<file path="config.mk">
export PLATFORM = sky130hd
export DESIGN_NAME = oddpar_regpair
export DESIGN_NICKNAME = d
export VERILOG_FILES = /design/src/rtl/oddpar_pkg.sv /design/src/rtl/oddpar_regbank.sv /design/src/rtl/oddpar_ctrl.sv /design/src/rtl/oddpar_regpair.sv
export SDC_FILE = /design/constraint.sdc
export NUM_CORES = 1
export LEC_CHECK = 0
export CORE_ASPECT_RATIO = 0.7
export CORE_MARGIN = 1.5
export CORE_UTILIZATION = 50
export DETAILED_ROUTE_END_ITERATION = 6
export PLACE_DENSITY = 0.8
export SYNTH_ARGS = -nofsm -noshare
export SYNTH_HDL_FRONTEND = slang
export SYNTH_SLANG_ARGS = --single-unit
</file>
<file path="constraint.sdc">
create_clock -name clk -period 2.6 [get_ports clk]
set_input_delay 0.65 -clock clk [delete_from_list [all_inputs] [get_ports clk]]
set_output_delay 0.65 -clock clk [all_outputs]
set_load 0.005 [all_outputs]
</file>
<file path="src/rtl/oddpar_pkg.sv">
package oddpar_pkg;
    typedef enum logic [1:0] {
        ST_IDLE  = 2'd0,
        ST_SCAN  = 2'd1,
        ST_WRITE = 2'd2
    } ctrl_state_t;

    localparam int NUM_WORDS = 2;
endpackage

</file>
<file path="src/rtl/oddpar_regbank.sv">
module oddpar_regbank #(
    parameter int DATA_W = 7,
    localparam int REG_W = DATA_W + 1
) (
    input  logic              clk,
    input  logic              rst,
    input  logic              ld_en,
    input  logic              ld_sel,
    input  logic [DATA_W-1:0] ld_data,
    input  logic              pw_en,
    input  logic              rd_sel,
    input  logic              pw_bit,
    output logic [REG_W-1:0]  rd_word
);
    import oddpar_pkg::*;

    logic [REG_W-1:0] word_q [NUM_WORDS];

    // One copy of the word register per selectable word.
    for (genvar w = 0; w < NUM_WORDS; w++) begin : g_word
        always_ff @(posedge clk) begin
            if (rst) begin
                word_q[w] <= '0;
            end else begin
                if (ld_en && (ld_sel == w[0])) begin
                    word_q[w][REG_W-1:1] <= ld_data;
                end
                if (pw_en && (rd_sel == w[0])) begin
                    word_q[w][0] <= pw_bit;
                end
            end
        end
    end

    assign rd_word = word_q[rd_sel];

    AST_LOAD_UPPER: assert property (@(posedge clk) disable iff (rst)
        (ld_en && !ld_sel) |=> (word_q[0][REG_W-1:1] == $past(ld_data)))
        else $error("load did not land in upper bits");
endmodule

</file>
<file path="src/rtl/oddpar_ctrl.sv">
module oddpar_ctrl #(
    parameter int REG_W = 8,
    localparam int IDX_W = $clog2(REG_W)
) (
    input  logic             clk,
    input  logic             rst,
    input  logic             load_i,
    input  logic             check_i,
    input  logic             sel_i,
    input  logic [REG_W-1:0] rd_word,
    output logic             ld_en,
    output logic             pw_en,
    output logic             pw_bit,
    output logic             sel_q,
    output logic             busy
);
    import oddpar_pkg::*;

    ctrl_state_t state_q, state_d;
    logic [IDX_W-1:0] idx_q;
    logic             acc_q;
    logic             start;

    assign start = (state_q == ST_IDLE) && check_i && !load_i;

    // State register
    always_ff @(posedge clk) begin
        if (rst) state_q <= ST_IDLE;
        else     state_q <= state_d;
    end

    // Next-state logic
    always_comb begin
        state_d = state_q;
        unique case (state_q)
            ST_IDLE:  if (start) state_d = ST_SCAN;
            ST_SCAN:  if (idx_q == IDX_W'(1)) state_d = ST_WRITE;
            ST_WRITE: state_d = ST_IDLE;
            default:  state_d = ST_IDLE;
        endcase
    end

    // Scan datapath: bit index, parity accumulator, captured select
    always_ff @(posedge clk) begin
        if (rst) begin
            idx_q <= '0;
            acc_q <= 1'b1;
            sel_q <= 1'b0;
        end else begin
            unique case (state_q)
                ST_IDLE: if (start) begin
                    idx_q <= IDX_W'(REG_W - 1);
                    acc_q <= 1'b1;
                    sel_q <= sel_i;
                end
                ST_SCAN: begin
                    acc_q <= acc_q ^ rd_word[idx_q];
                    idx_q <= idx_q - IDX_W'(1);
                end
                default: ;
            endcase
        end
    end

    // Outputs
    always_comb begin
        busy   = (state_q != ST_IDLE);
        ld_en  = (state_q == ST_IDLE) && load_i;
        pw_en  = (state_q == ST_WRITE);
        pw_bit = acc_q;
    end

    AST_SEL_HELD: assert property (@(posedge clk) disable iff (rst)
        (state_q == ST_SCAN) |=> $stable(sel_q))
        else $error("select changed mid-check");

    AST_WRITE_ENDS_BUSY: assert property (@(posedge clk) disable iff (rst)
        (state_q == ST_WRITE) |=> !busy)
        else $error("busy outlived the write");

    AST_START_RAISES_BUSY: assert property (@(posedge clk) disable iff (rst)
        start |=> busy)
        else $error("check did not raise busy");
endmodule

</file>
<file path="src/rtl/oddpar_regpair.sv">
module oddpar_regpair #(
    parameter int DATA_W = 7,
    localparam int REG_W = DATA_W + 1
) (
    input  logic              clk,
    input  logic              rst,
    input  logic              load_i,
    input  logic              check_i,
    input  logic              sel_i,
    input  logic [DATA_W-1:0] data_i,
    output logic [REG_W-1:0]  disp_o,
    output logic              busy_o
);
    logic             ld_en;
    logic             pw_en;
    logic             pw_bit;
    logic             sel_q;
    logic             rd_sel;
    logic [REG_W-1:0] rd_word;

    assign rd_sel = busy_o ? sel_q : sel_i;

    oddpar_ctrl #(.REG_W(REG_W)) u_ctrl (
        .clk     (clk),
        .rst     (rst),
        .load_i  (load_i),
        .check_i (check_i),
        .sel_i   (sel_i),
        .rd_word (rd_word),
        .ld_en   (ld_en),
        .pw_en   (pw_en),
        .pw_bit  (pw_bit),
        .sel_q   (sel_q),
        .busy    (busy_o)
    );

    oddpar_regbank #(.DATA_W(DATA_W)) u_bank (
        .clk     (clk),
        .rst     (rst),
        .ld_en   (ld_en),
        .ld_sel  (sel_i),
        .ld_data (data_i),
        .pw_en   (pw_en),
        .rd_sel  (rd_sel),
        .pw_bit  (pw_bit),
        .rd_word (rd_word)
    );

    // Display register: updated only when the parity bit is written
    always_ff @(posedge clk) begin
        if (rst)        disp_o <= '0;
        else if (pw_en) disp_o <= {rd_word[REG_W-1:1], pw_bit};
    end

    AST_ODD_RESULT: assert property (@(posedge clk) disable iff (rst)
        pw_en |=> (^disp_o))
        else $error("display parity is even");

    AST_DISP_HOLD: assert property (@(posedge clk) disable iff (rst)
        !pw_en |=> $stable(disp_o))
        else $error("display moved without a write");

    AST_WORD_FROZEN: assert property (@(posedge clk) disable iff (rst)
        (busy_o && !pw_en) |=> $stable(rd_word))
        else $error("word changed during scan");
endmodule

</file>
==> impl_metrics.csv <==
group,metric,value,unit
outcome,status,"complete, no violations",
detailed_routing,post-route-drc-count,0,
floorplanning,rows,16,
placement,dpl.cell_count,188,
detailed_routing,first_pass_iters,4,
yosys,synth_compound_area_frac,0.140,
setup_path,endpoint_kind,"flop",
floorplanning,coreArea,2780,um^2
yosys,syn_inst,130,
power,p_leak,0.000662,uW
final_layout,drive_above_1_share,0.138,
detailed_routing,antenna_left,0,
grt,antenna_found_initial,0,
sta,finClkSkew,0.00623,ns
power,power.internal,901,uW
clock_tree,cts_tree,"done",
yosys,synth_simple_gate_area_frac,0.190,
final_layout,nets,173,
detailed_routing,wl_per_cell,15.3,um
yosys,synthAdderAreaFrac,0.0172,
sta,worst_slew_pin_slew,0.612,ns
worst_hold_path,hold_class,"flop to flop",
floorplanning,ioPinCount,21,
placement,portBuffers,20,
final_layout,mostFrequentLayoutCells,"clkdlybuf4s50_1, edfxtp_1, dfxtp_1",
yosys,synthesis.nets,144,
setup_path,endpoint,"u_ctrl.pw_bit",
final_layout,area_delta_synth_final,26.3,%
clock_tree,clock_latency,0.28,ns
setup_path,crit_path_start,"sel_i",
setup_path,startpoint_type,"input pin",
final_layout,fillers,201,
final_layout,layout_commonest_cell,"clkdlybuf4s50_1",
setup_path,critPathRequiredTime,2.80,ns
power,p_clk_frac,0.391,
setup_path,worst_path_max_delay_cell,"mux4_2",
yosys,syn_area_per_cell,11.2,um^2
detailed_routing,post_drt_via_cell_ratio,5.61,
yosys,syn_area,1460,um^2
setup_path,crit_type,"input pin to flop",
final_layout,final_util,0.662,
setup_path,cp_max_fo,2,
yosys,synth_top_cell_area_share,0.329,
yosys,yosys.area.top_type,"edfxtp_1",
placement,gp_congestion,0.789,
clock_tree,postCtsSetupBuffers,0,
detailed_routing,wirelength,3.00,mm
setup_path,max_stage_delay,0.51,ns
grt,grt_max_degree,20,
yosys,ys_seq_area_frac,0.535,
detailed_routing,drtIter0Drc,60,
final_layout,diodes,0,
power,sw_frac_of_total,0.231,
power,p_seq_frac,0.486,
sta,finalSetupViolations,0,
sta,fmax,0.447,GHz
sta,finalMaxSlewViolations,0,
final_layout,seq_area,781,um^2
clock_tree,ctsLongestPathBuffers,2,
grt,grt_overflow,0,
yosys,yosys_warnings,0,
sta,min_period,2.24,ns
yosys,ys_types,29,
sta,fin_crit_sh,0.860,
yosys,muxShareOfSynthArea,0.0875,
setup_path,crit_arrival,2.43,ns
sta,finalHoldViolations,0,
final_layout,fin_cells,196,
yosys,synth-seq-cells,31,
floorplanning,die_x,67.6,um
clock_tree,cts_buffers,5,
setup_path,path_buf_inv,1,
power,p_switching,271,uW
power,powerDensity,636,nW/um^2
clock_tree,clkSinkCount,31,
placement,dp_hpwl,2.29,mm
clock_tree,htreeDepth,2,
clock_tree,cts_hold_repair.buffers,0,
final_layout,multi_input_area,634,um^2
sta,slew_headroom,0.589,
setup_path,path_delay_family,"multiplexers",
setup_path,crit_cells,6,
clock_tree,path_clk_slew,0.07,ns
sta,setup-tns-final,0,ns
clock_tree,clk_root_buffer_cell,"clkbuf_8",
floorplanning,initial_utilization,0.524,
detailed_routing,dr_total_vias,1099,
clock_tree,cts_resized,0,
yosys,synth_top_family_by_area,"simple AND/OR/NAND/NOR gates",
setup_path,r2r_slack,0.65,ns
setup_path,cp_cell_sequence,"clkdlybuf4s50_1 -> nor3b_4 -> nor2_4 -> mux4_2 -> a211oi_2 -> mux2i_1",
setup_path,r2r_end,"u_ctrl.pw_bit",
grt,track_usage,0.210,
setup_path,rr_worst_depth,5,
flow_run,maxCapViolations,0,
grt,grt_pass1_vias,994,
yosys,ys_top_cells_by_area,"edfxtp_1, dfxtp_1, and2_1, a311oi_1, mux4_2",
sta,rsz0062_at_grt,"no",
setup_path,r2r-start,"u_ctrl.state_q[0]",
power,ir_drop,0.362,mV
floorplanning,dieArea,3260,um^2
yosys,synthXorXnorAreaFrac,0,
power,p_comb_frac,0.123,
floorplanning,dieHeight,48.2,um
grt,grt_pass1_wl,4.73,mm
-- worst min-delay path by stage --
stage	end	from	cells past startpoint	slack, ns
2_1_floorplan	disp_o[0]	u_ctrl.pw_bit	2	0.44
3_3_place_gp	disp_o[0]	disp_o[0]	2	0.45
6_report	disp_o[0]	disp_o[0]	2	0.48
4_1_cts	disp_o[0]	disp_o[0]	2	0.47
3_5_place_dp	disp_o[0]	disp_o[0]	2	0.46
5_1_grt	disp_o[0]	u_ctrl.pw_bit	2	0.50
-- layout make-up --
| cell class | instances | share of cell area |
|---|---|---|
| Sequential cell | 31 | 0.424 |
| Timing Repair Buffer | 28 | 0.141 |
| Inverter | 4 | 0.00815 |
| Tap cell | 36 | 0.0244 |
| Clock buffer | 5 | 0.0373 |
| Clock inverter | 3 | 0.0210 |
| Multi-Input combinational cell | 89 | 0.344 |
-- per-layer routing --
layer  track usage  wire length [um]  up-vias
met5             0                 0        -
met4         0.118                41        0
met3        0.0716               146        5
met2         0.304              1340       28
met1         0.282              1470      531
li1              -                 -      535
-- power groups by stage --
stage	logic, uW	clock network [uW]	registers [uW]
after global routing	157	486	573
after global placement	137	0	578
after detailed placement	143	0	580
after CTS	144	462	569
final	144	458	570
after floorplan	96.1	0	567
-- cell usage after synthesis, drive strengths merged --
| cell | instances |
|---|---|
| edfxtp | 16 |
| dfxtp | 15 |
| and2 | 14 |
| nor2 | 11 |
| nand2 | 10 |
| a311oi | 8 |
| o21ai | 7 |
| mux2i | 6 |
| a211oi | 5 |
| nor3 | 5 |
| clkbuf | 4 |
| inv | 4 |
| nor3b | 4 |
| mux4 | 3 |
| nor2b | 3 |
| a21oi | 2 |
| buf | 2 |
| ha | 2 |
| nand2b | 2 |
| o21a | 2 |
| o21bai | 2 |
| a21o | 1 |
| a31o | 1 |
| and3 | 1 |
-- cell families (layout without fill, tap and decap cells) --
family | Yosys count | after routing
AO/OA/AOI/OAI | 28 | 28
adder cells (fa/ha/maj) | 2 | 2
buffers and inverters | 10 | 40
flip-flops | 31 | 31
multiplexers | 9 | 9
AND/OR/NAND/NOR | 50 | 50
-- stage by stage --
| step | total power [uW] | area [um^2] | setup slack (ns) | hold slack [ns] |
|---|---|---|---|---|
| after global routing | 1220 | 1840 | 0.308 | 0.500 |
| after detailed placement | 723 | 1740 | 0.0966 | 0.458 |
| after global placement | 715 | 1740 | 0.228 | 0.446 |
| after floorplan | 663 | 1460 | 0.582 | 0.441 |
| final | 1170 | 1840 | 0.364 | 0.475 |
| after CTS | 1180 | 1840 | 0.377 | 0.467 |
-- registers in the layout (all words and copies together) (netlist names) --
| signal | count |
|---|---|
| u_ctrl.sel_q | 1 |
| disp_o | 8 |
| u_ctrl.pw_bit | 1 |
| u_ctrl.idx_q | 3 |
| u_ctrl.state_q | 2 |
| u_bank.word_q | 16 |
-- worst register-to-register path: stages (launching register included) --
cell and delay [ns]:
dfxtp_1 0.38, o21a_1 0.33, nor2_4 0.15, mux4_2 0.51
a211oi_2 0.27, mux2i_1 0.24
Power figures use the tool's default switching activity.
